File: src/rtl/mbox_pkg.sv
package mbox_pkg;

    localparam int BYTE_W = 8;

    // host register select
    localparam logic [1:0] REG_DATA = 2'd0;
    localparam logic [1:0] REG_CTRL = 2'd1;
    localparam logic [1:0] REG_STAT = 2'd2;
    localparam logic [1:0] REG_ECHO = 2'd3;

    // bit positions
    localparam int CTRL_PEND_BIT = 0;
    localparam int STAT_RDY_BIT  = 0;
    localparam int STAT_OVR_BIT  = 1;

    // command codes
    localparam logic [7:0] CMD_VERSION = 8'h01;
    localparam logic [7:0] CMD_CFG_RD  = 8'h02;
    localparam logic [7:0] CMD_CFG_WR  = 8'h03;
    localparam logic [7:0] CMD_ABORT   = 8'h04;

    typedef enum logic [1:0] {
        ST_IDLE    = 2'd0,
        ST_OPERAND = 2'd1,
        ST_VALUE   = 2'd2,
        ST_RESP    = 2'd3
    } dec_state_e;

    function automatic logic takes_operand(input logic [7:0] code);
        return (code == CMD_CFG_RD) || (code == CMD_CFG_WR) || (code == CMD_ABORT);
    endfunction

    function automatic logic is_known(input logic [7:0] code);
        return (code == CMD_VERSION) || takes_operand(code);
    endfunction

endpackage

File: src/rtl/mbox_host_regs.sv
module mbox_host_regs
    import mbox_pkg::*;
(
    input  logic              clk,
    input  logic              rst,
    input  logic              wr_en,
    input  logic [1:0]        addr,
    input  logic [BYTE_W-1:0] wdata,
    output logic [BYTE_W-1:0] rdata,
    output logic              out_flag,
    output logic [BYTE_W-1:0] out_byte,
    input  logic              out_accept,
    input  logic              in_set,
    input  logic [BYTE_W-1:0] in_byte,
    output logic              in_flag
);

    logic              pend_q;
    logic [BYTE_W-1:0] obyte_q;
    logic              rdy_q;
    logic [BYTE_W-1:0] ibyte_q;
    logic              ovr_q;

    logic wr_data, wr_ctrl, wr_stat;
    assign wr_data = wr_en && (addr == REG_DATA);
    assign wr_ctrl = wr_en && (addr == REG_CTRL);
    assign wr_stat = wr_en && (addr == REG_STAT);

    always_ff @(posedge clk) begin
        if (rst) begin
            pend_q  <= 1'b0;
            obyte_q <= '0;
            rdy_q   <= 1'b0;
            ibyte_q <= '0;
            ovr_q   <= 1'b0;
        end else begin
            if (wr_data && !pend_q)
                obyte_q <= wdata;

            if (out_accept)
                pend_q <= 1'b0;
            else if (wr_ctrl && wdata[CTRL_PEND_BIT])
                pend_q <= 1'b1;

            if (wr_data && pend_q)
                ovr_q <= 1'b1;
            else if (wr_stat && wdata[STAT_OVR_BIT])
                ovr_q <= 1'b0;

            if (in_set) begin
                rdy_q   <= 1'b1;
                ibyte_q <= in_byte;
            end else if (wr_stat && wdata[STAT_RDY_BIT]) begin
                rdy_q <= 1'b0;
            end
        end
    end

    always_comb begin
        rdata = '0;
        unique case (addr)
            REG_DATA: rdata = ibyte_q;
            REG_CTRL: rdata[CTRL_PEND_BIT] = pend_q;
            REG_STAT: begin
                rdata[STAT_RDY_BIT] = rdy_q;
                rdata[STAT_OVR_BIT] = ovr_q;
            end
            default:  rdata = obyte_q;
        endcase
    end

    assign out_flag = pend_q;
    assign out_byte = obyte_q;
    assign in_flag  = rdy_q;

    // a new response is loaded only into an empty slot
    a_r10_no_reraise: assert property (@(posedge clk) disable iff (rst)
        in_set |-> !rdy_q);

    // consumption only of a pending byte
    a_r2_accept_pending: assert property (@(posedge clk) disable iff (rst)
        out_accept |-> pend_q);

    // overrun is sticky until cleared
    a_r3_overrun_sticky: assert property (@(posedge clk) disable iff (rst)
        (ovr_q && !(wr_stat && wdata[STAT_OVR_BIT])) |=> ovr_q);

    // a busy-time data write leaves the pending byte untouched
    a_r3_byte_kept: assert property (@(posedge clk) disable iff (rst)
        (wr_data && pend_q) |=> $stable(obyte_q));

    // response ready holds until a one is written to it
    a_r4_ready_holds: assert property (@(posedge clk) disable iff (rst)
        (rdy_q && !(wr_stat && wdata[STAT_RDY_BIT])) |=> rdy_q);

endmodule

File: src/rtl/mbox_stub_responder.sv
module mbox_stub_responder
    import mbox_pkg::*;
#(
    parameter int          CFG_AW     = 4,
    parameter int          NUM_SLOTS  = 32,
    parameter logic [15:0] FW_VERSION = 16'h0A17
) (
    input  logic              clk,
    input  logic              rst,
    input  logic [CFG_AW-1:0] cfg_addr,
    input  logic              cfg_wr_en,
    input  logic [BYTE_W-1:0] cfg_wdata,
    output logic [BYTE_W-1:0] cfg_rdata,
    input  logic [BYTE_W-1:0] abort_slot,
    output logic [BYTE_W-1:0] abort_status,
    output logic [15:0]       version
);

    localparam int CFG_DEPTH = 1 << CFG_AW;

    logic [BYTE_W-1:0] store_q [CFG_DEPTH];

    always_ff @(posedge clk) begin
        if (rst) begin
            for (int i = 0; i < CFG_DEPTH; i++)
                store_q[i] <= '0;
        end else if (cfg_wr_en) begin
            store_q[cfg_addr] <= cfg_wdata;
        end
    end

    assign cfg_rdata    = store_q[cfg_addr];
    assign abort_status = (int'(abort_slot) < NUM_SLOTS) ? 8'h00 : 8'h01;
    assign version      = FW_VERSION;

endmodule

File: src/rtl/mbox_cmd_decoder.sv
module mbox_cmd_decoder
    import mbox_pkg::*;
#(
    parameter int CFG_AW = 4
) (
    input  logic              clk,
    input  logic              rst,
    input  logic              out_flag,
    input  logic [BYTE_W-1:0] out_byte,
    output logic              out_accept,
    input  logic              in_flag,
    output logic              in_set,
    output logic [BYTE_W-1:0] in_byte,
    output logic [CFG_AW-1:0] cfg_addr,
    output logic              cfg_wr_en,
    output logic [BYTE_W-1:0] cfg_wdata,
    input  logic [BYTE_W-1:0] cfg_rdata,
    output logic [BYTE_W-1:0] abort_slot,
    input  logic [BYTE_W-1:0] abort_status,
    input  logic [15:0]       version
);

    dec_state_e        state_q, state_d;
    logic [BYTE_W-1:0] cmd_q, cmd_d;
    logic [BYTE_W-1:0] addr_q, addr_d;
    logic [BYTE_W-1:0] lo_q, lo_d;
    logic [BYTE_W-1:0] hi_q, hi_d;
    logic [1:0]        left_q, left_d;

    always_comb begin
        state_d    = state_q;
        cmd_d      = cmd_q;
        addr_d     = addr_q;
        lo_d       = lo_q;
        hi_d       = hi_q;
        left_d     = left_q;
        in_set     = 1'b0;
        cfg_wr_en  = 1'b0;
        out_accept = out_flag && (state_q != ST_RESP);
        unique case (state_q)
            ST_IDLE: begin
                if (out_accept) begin
                    if (out_byte == CMD_VERSION) begin
                        lo_d    = version[7:0];
                        hi_d    = version[15:8];
                        left_d  = 2'd2;
                        state_d = ST_RESP;
                    end else if (takes_operand(out_byte)) begin
                        cmd_d   = out_byte;
                        state_d = ST_OPERAND;
                    end
                end
            end
            ST_OPERAND: begin
                if (out_accept) begin
                    addr_d = out_byte;
                    if (cmd_q == CMD_CFG_WR) begin
                        state_d = ST_VALUE;
                    end else begin
                        lo_d    = (cmd_q == CMD_CFG_RD) ? cfg_rdata : abort_status;
                        left_d  = 2'd1;
                        state_d = ST_RESP;
                    end
                end
            end
            ST_VALUE: begin
                if (out_accept) begin
                    cfg_wr_en = 1'b1;
                    state_d   = ST_IDLE;
                end
            end
            ST_RESP: begin
                if (!in_flag && left_q != 2'd0) begin
                    in_set = 1'b1;
                    lo_d   = hi_q;
                    left_d = left_q - 2'd1;
                    if (left_q == 2'd1)
                        state_d = ST_IDLE;
                end
            end
            default: state_d = ST_IDLE;
        endcase
    end

    always_ff @(posedge clk) begin
        if (rst) begin
            state_q <= ST_IDLE;
            cmd_q   <= '0;
            addr_q  <= '0;
            lo_q    <= '0;
            hi_q    <= '0;
            left_q  <= '0;
        end else begin
            state_q <= state_d;
            cmd_q   <= cmd_d;
            addr_q  <= addr_d;
            lo_q    <= lo_d;
            hi_q    <= hi_d;
            left_q  <= left_d;
        end
    end

    assign in_byte    = lo_q;
    assign cfg_addr   = (state_q == ST_VALUE) ? addr_q[CFG_AW-1:0] : out_byte[CFG_AW-1:0];
    assign cfg_wdata  = out_byte;
    assign abort_slot = out_byte;

    // no host byte is consumed while a response is in flight
    a_r11_hold_in_resp: assert property (@(posedge clk) disable iff (rst)
        (state_q == ST_RESP) |-> !out_accept);

    // an unknown command code leaves the decoder idle
    a_r9_drop_unknown: assert property (@(posedge clk) disable iff (rst)
        (state_q == ST_IDLE && out_accept && !is_known(out_byte)) |=> (state_q == ST_IDLE));

    // a configuration write never produces a response byte
    a_r6_write_silent: assert property (@(posedge clk) disable iff (rst)
        (state_q == ST_VALUE) |-> !in_set);

endmodule

File: src/rtl/mbox_host_mailbox.sv
module mbox_host_mailbox
    import mbox_pkg::*;
#(
    parameter int          CFG_AW     = 4,
    parameter int          NUM_SLOTS  = 32,
    parameter logic [15:0] FW_VERSION = 16'h0A17
) (
    input  logic       clk,
    input  logic       rst,
    input  logic       host_wr,
    input  logic [1:0] host_addr,
    input  logic [7:0] host_wdata,
    output logic [7:0] host_rdata
);

    logic              out_flag, out_accept, in_flag, in_set;
    logic [BYTE_W-1:0] out_byte, in_byte;
    logic [CFG_AW-1:0] cfg_addr;
    logic              cfg_wr_en;
    logic [BYTE_W-1:0] cfg_wdata, cfg_rdata, abort_slot, abort_status;
    logic [15:0]       version;

    mbox_host_regs regs_i (
        .clk        (clk),
        .rst        (rst),
        .wr_en      (host_wr),
        .addr       (host_addr),
        .wdata      (host_wdata),
        .rdata      (host_rdata),
        .out_flag   (out_flag),
        .out_byte   (out_byte),
        .out_accept (out_accept),
        .in_set     (in_set),
        .in_byte    (in_byte),
        .in_flag    (in_flag)
    );

    mbox_cmd_decoder #(.CFG_AW(CFG_AW)) dec_i (
        .clk          (clk),
        .rst          (rst),
        .out_flag     (out_flag),
        .out_byte     (out_byte),
        .out_accept   (out_accept),
        .in_flag      (in_flag),
        .in_set       (in_set),
        .in_byte      (in_byte),
        .cfg_addr     (cfg_addr),
        .cfg_wr_en    (cfg_wr_en),
        .cfg_wdata    (cfg_wdata),
        .cfg_rdata    (cfg_rdata),
        .abort_slot   (abort_slot),
        .abort_status (abort_status),
        .version      (version)
    );

    mbox_stub_responder #(
        .CFG_AW     (CFG_AW),
        .NUM_SLOTS  (NUM_SLOTS),
        .FW_VERSION (FW_VERSION)
    ) resp_i (
        .clk          (clk),
        .rst          (rst),
        .cfg_addr     (cfg_addr),
        .cfg_wr_en    (cfg_wr_en),
        .cfg_wdata    (cfg_wdata),
        .cfg_rdata    (cfg_rdata),
        .abort_slot   (abort_slot),
        .abort_status (abort_status),
        .version      (version)
    );

endmodule

File: config.mk
export PLATFORM = sky130hd
export DESIGN_NAME = mbox_host_mailbox
export DESIGN_NICKNAME = d
export VERILOG_FILES = /design/src/rtl/mbox_pkg.sv /design/src/rtl/mbox_host_regs.sv /design/src/rtl/mbox_stub_responder.sv /design/src/rtl/mbox_cmd_decoder.sv /design/src/rtl/mbox_host_mailbox.sv
export SDC_FILE = /design/constraint.sdc
export NUM_CORES = 1
export LEC_CHECK = 0
export ABC_AREA = 1
export ABC_CLOCK_PERIOD_IN_PS = 2600
export BUFFER_PORTS_ARGS = -buffer_cell sky130_fd_sc_hd__buf_4
export CAP_MARGIN = 10
export CORE_MARGIN = 4
export CORE_UTILIZATION = 62
export CTS_CLUSTER_SIZE = 16
export DETAILED_ROUTE_END_ITERATION = 6
export PLACE_DENSITY = 0.85
export RECOVER_POWER = 100
export REMOVE_ABC_BUFFERS = 1
export SYNTH_ARGS = -nofsm -noshare
export SYNTH_HDL_FRONTEND = slang
export SYNTH_SLANG_ARGS = --single-unit
File: constraint.sdc
create_clock -name clk -period 2.6 [get_ports clk]
set_input_delay 0.52 -clock clk [delete_from_list [all_inputs] [get_ports clk]]
set_output_delay 0.52 -clock clk [all_outputs]
set_load 0.01 [all_outputs]
# ---- After elaboration in Yosys (flattened, before gate mapping)
# Memory sizes are Yosys's and may differ from the RTL's.
# Cells that the tools add are included.
dict set report op_classes {
  bitwise_logic 1
  n_reduce_logical 28
  n_lt_le_gt_ge 1
  n_eq_ne 21
  add_sub_neg 1
  mux 43
}
# operator count
set ops {}
lappend ops {{8-bit 2-to-1 mux} 7}
lappend ops {{8-bit by 2-bit equality test with 1-bit output (second input constant)} 4}
lappend ops {{2-bit 2-to-1 mux} 12}
lappend ops {{8-bit one-hot mux with 3 select lines} 1}
lappend ops {{1-bit 2-to-1 mux} 16}
lappend ops {{2-bit by 1-bit != test with 1-bit output (second input constant)} 6}
lappend ops {{6-bit one-hot mux with 2 select lines} 1}
lappend ops {{6-bit AND reduction} 2}
lappend ops {{1-bit logical AND} 10}
lappend ops {{8-bit by 1-bit equality test with 1-bit output (second input constant)} 1}
lappend ops {{8-bit by 3-bit equality test with 1-bit output (second input constant)} 1}
lappend ops {{8-bit by 6-bit < comparator with 1-bit output (second input constant)} 1}
lappend ops {{4-bit 2-to-1 mux} 2}
lappend ops {{2-bit one-hot mux with 4 select lines} 1}
lappend ops {{8-bit OR reduction} 1}
lappend ops {{2-bit by 1-bit equality test with 1-bit output (second input constant)} 3}
lappend ops {{2-bit equality test (second input constant)} 3}
lappend ops {{1-bit one-hot mux with 3 select lines} 2}
lappend ops {{2-bit one-hot mux with 3 select lines} 1}
lappend ops {{2-bit nonzero test} 3}
lappend ops {{2-bit logical NOT} 2}
lappend ops {{2-bit != test (second input constant)} 2}
lappend ops {{4-bit AND reduction} 1}
lappend ops {{2-bit OR reduction} 2}
lappend ops {{8 further kinds} 10}
dict set report totals {
  wordCells 107
  reg_bits 44
  in_bits 13
  ramBits 128
  output_inout_bits 8
  mem_count 1
}
# memory words word_bits read_ports rd_ports_with_merged_regs write_ports line_no
set mem_list {}
lappend mem_list {resp_i.store_q 16 8 1 0 16 mbox_stub_responder.sv:21} ;# logic [BYTE_W-1:0] store_q [CFG_DEPTH];

# ---- Depth between registers and ports, before layout
dict set report depth {
  depth_word 9
  mapped_depth 14
}

# ---- Cells and area by module
# A second synthesis with hierarchy kept.
dict set report hier_totals {
  cells_unflattened 1164
  hier_area_um2 9118.7
}
# module instances cells_per_inst seq_area_each_um2 area_each_um2
set modules_own_cells {}
lappend modules_own_cells {mbox_stub_responder 1 731 3843.7 6237.2}
lappend modules_own_cells {mbox_cmd_decoder 1 309 640.6 2018.2}
lappend modules_own_cells {mbox_host_regs 1 124 380.4 863.3}

# ---- Worst setup path after synthesis
# No wires, ideal clock.
dict set report synth_timing {
  kind {input port to flip-flop}
  start {input rst}
  end {memory resp_i.store_q[15][0] (enable)}
  stages 6
  slack_ns 0.515
  t_arrival_ns 1.756
  n_path_buf 1
  required_ns 2.271
  path_cell_list {clkbuf_1 -> nor2_1 -> nand3_1 -> nor3_2 -> nand2_1 -> nand2_1}
}
# item line_no
set synth_rtl {}
lappend synth_rtl {{start: declaration} mbox_host_mailbox.sv:9} ;# input logic rst,
lappend synth_rtl {{end: declaration} mbox_stub_responder.sv:21}

==> parameters.txt <==
Parameter                              Value

Run status
  Result of the run    finished clean

Critical path
  Max incr delay on CP    slightly above 0.5 ns
  Nature of the critical path endpoint    flop
  CP Data Arrival Time    2.66 ns
  Cell class contributing the biggest share of worst-path delay    simple AND/OR/NAND/NOR gates
  Startpoint type of the worst setup path    flop
  Reg-to-reg startpoint    dec_i.state_q[1]$_SDFFE_PP0P_
  Cell occurring most often along the worst timing path    sky130_fd_sc_hd__nand2_2
  Maximum net fanout on the critical path    15
  R2R setup slack    approximately 0.04 ns
  Path type of the worst setup path    reg2reg
  Crit-path cells    nand2_4 > o21ai_2 > nand2_2 > nor2_4 > nand2_2 > nand2_1
  Cell type of the slowest stage on the worst timing path    sky130_fd_sc_hd__dfxtp_1
  Required time reported for the critical path endpoint    roughly 2.7 ns
  End of the worst register-to-register path    resp_i.store_q[4][2]$_SDFFCE_PN0P_
  Count of buffer and inverter cells on the critical path    0
  Path depth of the worst reg2reg path    6

Min path
  Hold path start    host_wr
  Hold Path Stages    3
  Worst hold-check path type    in2reg
  Endpoint with the worst hold slack    regs_i.ovr_q$_SDFFE_PP0P_

Clock tree
  Clock buffer count from CTS    17
  CTS H-tree lvls    4
  Deepest clock path buffer count    2
  Total setup buffers inserted after CTS    0
  TritonCTS Sinks    roughly 170
  Clock latency at the later pin of the worst-skew pair    approximately 0.43 ns
  Clock tree from TritonCTS    done
  Clock-pin slew of the registers on the worst-case setup and hold paths    ~0.060 ns
  Master cell of the clock root buffer    sky130_fd_sc_hd__clkbuf_16

Timing
  Fmax    391 MHz
  Final count of pins violating max slew    0
  Total Neg Setup Slack    0 ns
  Share of the cycle needed by the critical path after routing    between 90% and 100%
  Number of failing setup endpoints in the final timing report    0
  Unrepaired setup endpoints after global routing    true
  Post-layout minimum cycle time    about 2.6 ns
  Worst slew margin relative to its limit    between 40% and 50%
  Worst clock skew    between 0.01 and 0.015 ns
  Worst slew pin tran    0.897 ns
  Final setup slack of the worst path    0.0404 ns
  Number of failing hold endpoints at the final stage    0

Finish
  Post-layout net count    959
  ANT cells    0
  Relative area change from synthesis to final layout    12.4%
  Ratio of cells with drive above 1 in the final layout    between 10% and 20%

Power
  Total power    0.00606 W
  Power density cells    682 nW/µm²
  Leakage power summed over all cells    3.43 nW
  Max rail drop VDD    525 µV

Floorplan
  Overall die height    approximately 120 µm
  Horizontal die dimension    between 100 and 150 µm
  I/O pin count    21
  Standard-cell row count    40
  Core area    approximately 12,000 µm²
  Overall die area    14,600 µm²
  Starting density of the core    between 60 and 70%

Detailed routing
  DRC errors left    0
  DR pass1 iterations    6
  Overall via count from detail_route    between 6,000 and 7,000
  Routed vias/inst    slightly below 6
  Post-route ant nets    0
  Routed wire length per instance    18.1 µm
  Number of violations reported at the end of detailed-routing iteration 0    between 1,000 and 1,500
  Post-detailed-routing wire length    approximately 20,000 µm

Job
  Count of maximum capacitance violations    0

Global route
  First-pass GRT wire length    between 30,000 and 40,000 µm
  Initial antenna violation count    0
  Pin count of the biggest net entering global routing    47
  Vias in the first global route    ~6,000
  Gr usage total    29.1%
  Total congestion overflow    0

Logic synthesis
  Number of library cell types mapped by synthesis    34
  Most area-hungry cell type in the Yosys netlist    sky130_fd_sc_hd__edfxtp_1
  Post-synthesis cell count    around 900
  Yosys warning total    0
  Netlist Area Pre-Place    around 7900 µm²
  Share of the synthesized area in the top cell type    about 49%
  Top post-synthesis cells by area    sky130_fd_sc_hd__edfxtp_1 (49%), sky130_fd_sc_hd__dfxtp_1 (11%), sky130_fd_sc_hd__nor2_1 (10%), sky130_fd_sc_hd__nand2_1 (8.4%), sky130_fd_sc_hd__inv_1 (4.0%)
  Average size of a mapped cell    a little under 9 µm²
  Number of storage elements in the synthesis netlist    between 150 and 200
  Fraction of the yosys area taken by sequential cells    about three fifths

Place
  Routability congestion estimate    between 0.9 and 1
  Pre-CTS WS    ~0.13 ns
  IO Port Bufs    20
  DP Wirelength    between 10,000 and 15,000 µm
[how the worst max path moves through the flow]
stage	start	end	slack, ns	depth (start not counted)
5_1_grt	dec_i.state_q[1]$_SDFFE_PP0P_	resp_i.store_q[4][2]$_SDFFCE_PN0P_	-0.09	6
4_1_cts	dec_i.state_q[1]$_SDFFE_PP0P_	resp_i.store_q[8][0]$_SDFFCE_PN0P_	0.11	6
6_report	dec_i.state_q[1]$_SDFFE_PP0P_	resp_i.store_q[4][2]$_SDFFCE_PN0P_	0.04	6
3_3_place_gp	rst	resp_i.store_q[7][2]$_SDFFCE_PN0P_	0.21	6
3_5_place_dp	dec_i.state_q[1]$_SDFFE_PP0P_	resp_i.store_q[4][2]$_SDFFCE_PN0P_	0.13	6
2_1_floorplan	dec_i.state_q[1]$_SDFFE_PP0P_	resp_i.store_q[6][0]$_SDFFCE_PN0P_	-0.1	6
[synth_stat cells]
cell	count
sky130_fd_sc_hd__o21ai_0	56
sky130_fd_sc_hd__o21bai_1	1
sky130_fd_sc_hd__o211ai_1	5
sky130_fd_sc_hd__nand3_2	1
sky130_fd_sc_hd__nand2_4	1
sky130_fd_sc_hd__o21ai_2	1
sky130_fd_sc_hd__clkbuf_1	22
sky130_fd_sc_hd__nor3b_1	2
sky130_fd_sc_hd__a211oi_1	1
sky130_fd_sc_hd__buf_4	3
sky130_fd_sc_hd__o21ai_1	27
sky130_fd_sc_hd__nor2_1	212
sky130_fd_sc_hd__ha_1	2
sky130_fd_sc_hd__nor2_2	3
sky130_fd_sc_hd__nand2_1	177
sky130_fd_sc_hd__or2_2	7
sky130_fd_sc_hd__buf_6	4
sky130_fd_sc_hd__dfxtp_1	44
sky130_fd_sc_hd__nor3_2	3
sky130_fd_sc_hd__nor2_4	1
sky130_fd_sc_hd__or2_0	4
sky130_fd_sc_hd__edfxtp_1	128
sky130_fd_sc_hd__nand3_1	41
sky130_fd_sc_hd__nor3_1	6
sky130_fd_sc_hd__clkinv_1	5
sky130_fd_sc_hd__inv_1	84
sky130_fd_sc_hd__nand4_1	6
sky130_fd_sc_hd__a21oi_1	29
sky130_fd_sc_hd__nand2_2	9
sky130_fd_sc_hd__nand3b_1	2
sky130_fd_sc_hd__a31oi_1	1
sky130_fd_sc_hd__buf_2	11
sky130_fd_sc_hd__a21boi_0	1
sky130_fd_sc_hd__inv_2	2
[area by class of cell]
class,instances,area [µm²]
Sequential cell,172,4720
Clock inverter,14,173
Clock buffer,17,425
Timing Repair Buffer,63,390
Multi-Input combinational cell,599,2620
Tap cell,168,210
Fill cell,884,3380
Inverter,91,342
[tightest hold or removal path: stages]
cell and delay (ns):
sky130_fd_sc_hd__buf_4 0.10, sky130_fd_sc_hd__nand3_1 0.06, sky130_fd_sc_hd__o21ai_0 0.07
[logic make-up (layout without fill, tap and decap cells)]
family / Yosys count / after routing / share of synthesized area (%)
compound gates: 122 / 122 / 8.04
fa+ha+maj: 2 / 2 / 0.317
buf+inv: 131 / 185 / 6.92
flops: 172 / 172 / 59.8
simple gates: 475 / 475 / 24.9
[where the power goes]
part,switching (W),internal (W)
Combinational,0.000329,0.000131
Sequential,0.0000324,0.00301
Clock,0.00105,0.00151
[sequential cells by signal (all words and copies together), names as in the netlist]
signal	flops
dec_i.state_q	2
regs_i.in_flag	1
resp_i.store_q	128
dec_i.addr_q	4
dec_i.hi_q	1
regs_i.ovr_q	1
dec_i.left_q	2
dec_i.in_byte	8
regs_i.out_byte	8
dec_i.cmd_q	8
regs_i.out_flag	1
regs_i.ibyte_q	8
[through the flow]
step           area (µm²)  util [%]  std cells  hold WS (ns)
3_5_place_dp         8380      68.3       1093         0.444
6_report             8880      72.5       1124         0.358
4_1_cts              8980      73.2       1124         0.348
5_1_grt              8880      72.5       1124         0.365
2_1_floorplan        7700         -        862         0.421
3_3_place_gp         8380      68.3       1093         0.434
[cell usage in the layout (no fill, tap or decap), types with 2 or more instances in the layout]
| cell type | netlist | layout |
|---|---|---|
| sky130_fd_sc_hd__nand2_2 | 9 | 9 |
| sky130_fd_sc_hd__nand3_1 | 41 | 41 |
| sky130_fd_sc_hd__clkbuf_2 | 0 | 3 |
| sky130_fd_sc_hd__nand2_1 | 177 | 177 |
| sky130_fd_sc_hd__a21oi_1 | 29 | 29 |
| sky130_fd_sc_hd__nor3_1 | 6 | 8 |
| sky130_fd_sc_hd__or2_0 | 4 | 4 |
| sky130_fd_sc_hd__inv_2 | 2 | 2 |
| sky130_fd_sc_hd__nor2_1 | 212 | 212 |
| sky130_fd_sc_hd__clkinv_1 | 5 | 6 |
| sky130_fd_sc_hd__buf_4 | 3 | 40 |
| sky130_fd_sc_hd__o211ai_1 | 5 | 5 |
| sky130_fd_sc_hd__bufinv_16 | 0 | 3 |
| sky130_fd_sc_hd__clkinv_4 | 0 | 4 |
| sky130_fd_sc_hd__ha_1 | 2 | 2 |
| sky130_fd_sc_hd__clkbuf_16 | 0 | 17 |
| sky130_fd_sc_hd__nand3b_1 | 2 | 2 |
| sky130_fd_sc_hd__edfxtp_1 | 128 | 128 |
| sky130_fd_sc_hd__or2_2 | 7 | 7 |
| sky130_fd_sc_hd__o21ai_1 | 27 | 27 |
| sky130_fd_sc_hd__nor2_2 | 3 | 3 |
| sky130_fd_sc_hd__nand4_1 | 6 | 6 |
| sky130_fd_sc_hd__clkbuf_1 | 22 | 20 |
| sky130_fd_sc_hd__nor3b_1 | 2 | 2 |
| sky130_fd_sc_hd__clkinvlp_4 | 0 | 4 |
| sky130_fd_sc_hd__o21ai_0 | 56 | 56 |
| sky130_fd_sc_hd__inv_1 | 84 | 84 |
| sky130_fd_sc_hd__dfxtp_1 | 44 | 44 |
[per-layer routing]
metal	part of all wire [%]	up-vias	track usage [%]
met3	11	58	6.25
met1	39	3023	38.9
met4	3.5	0	13.5
met5	0	-	0
li1	-	3016	-
met2	46	414	45.6
[what timing repair did]
action / CTS / global route
endpoints found under the setup margin: 0 / 54
hold buffers: 0 / 0
gates resized for setup: 0 / 1
Power figures use the tool's default switching activity.
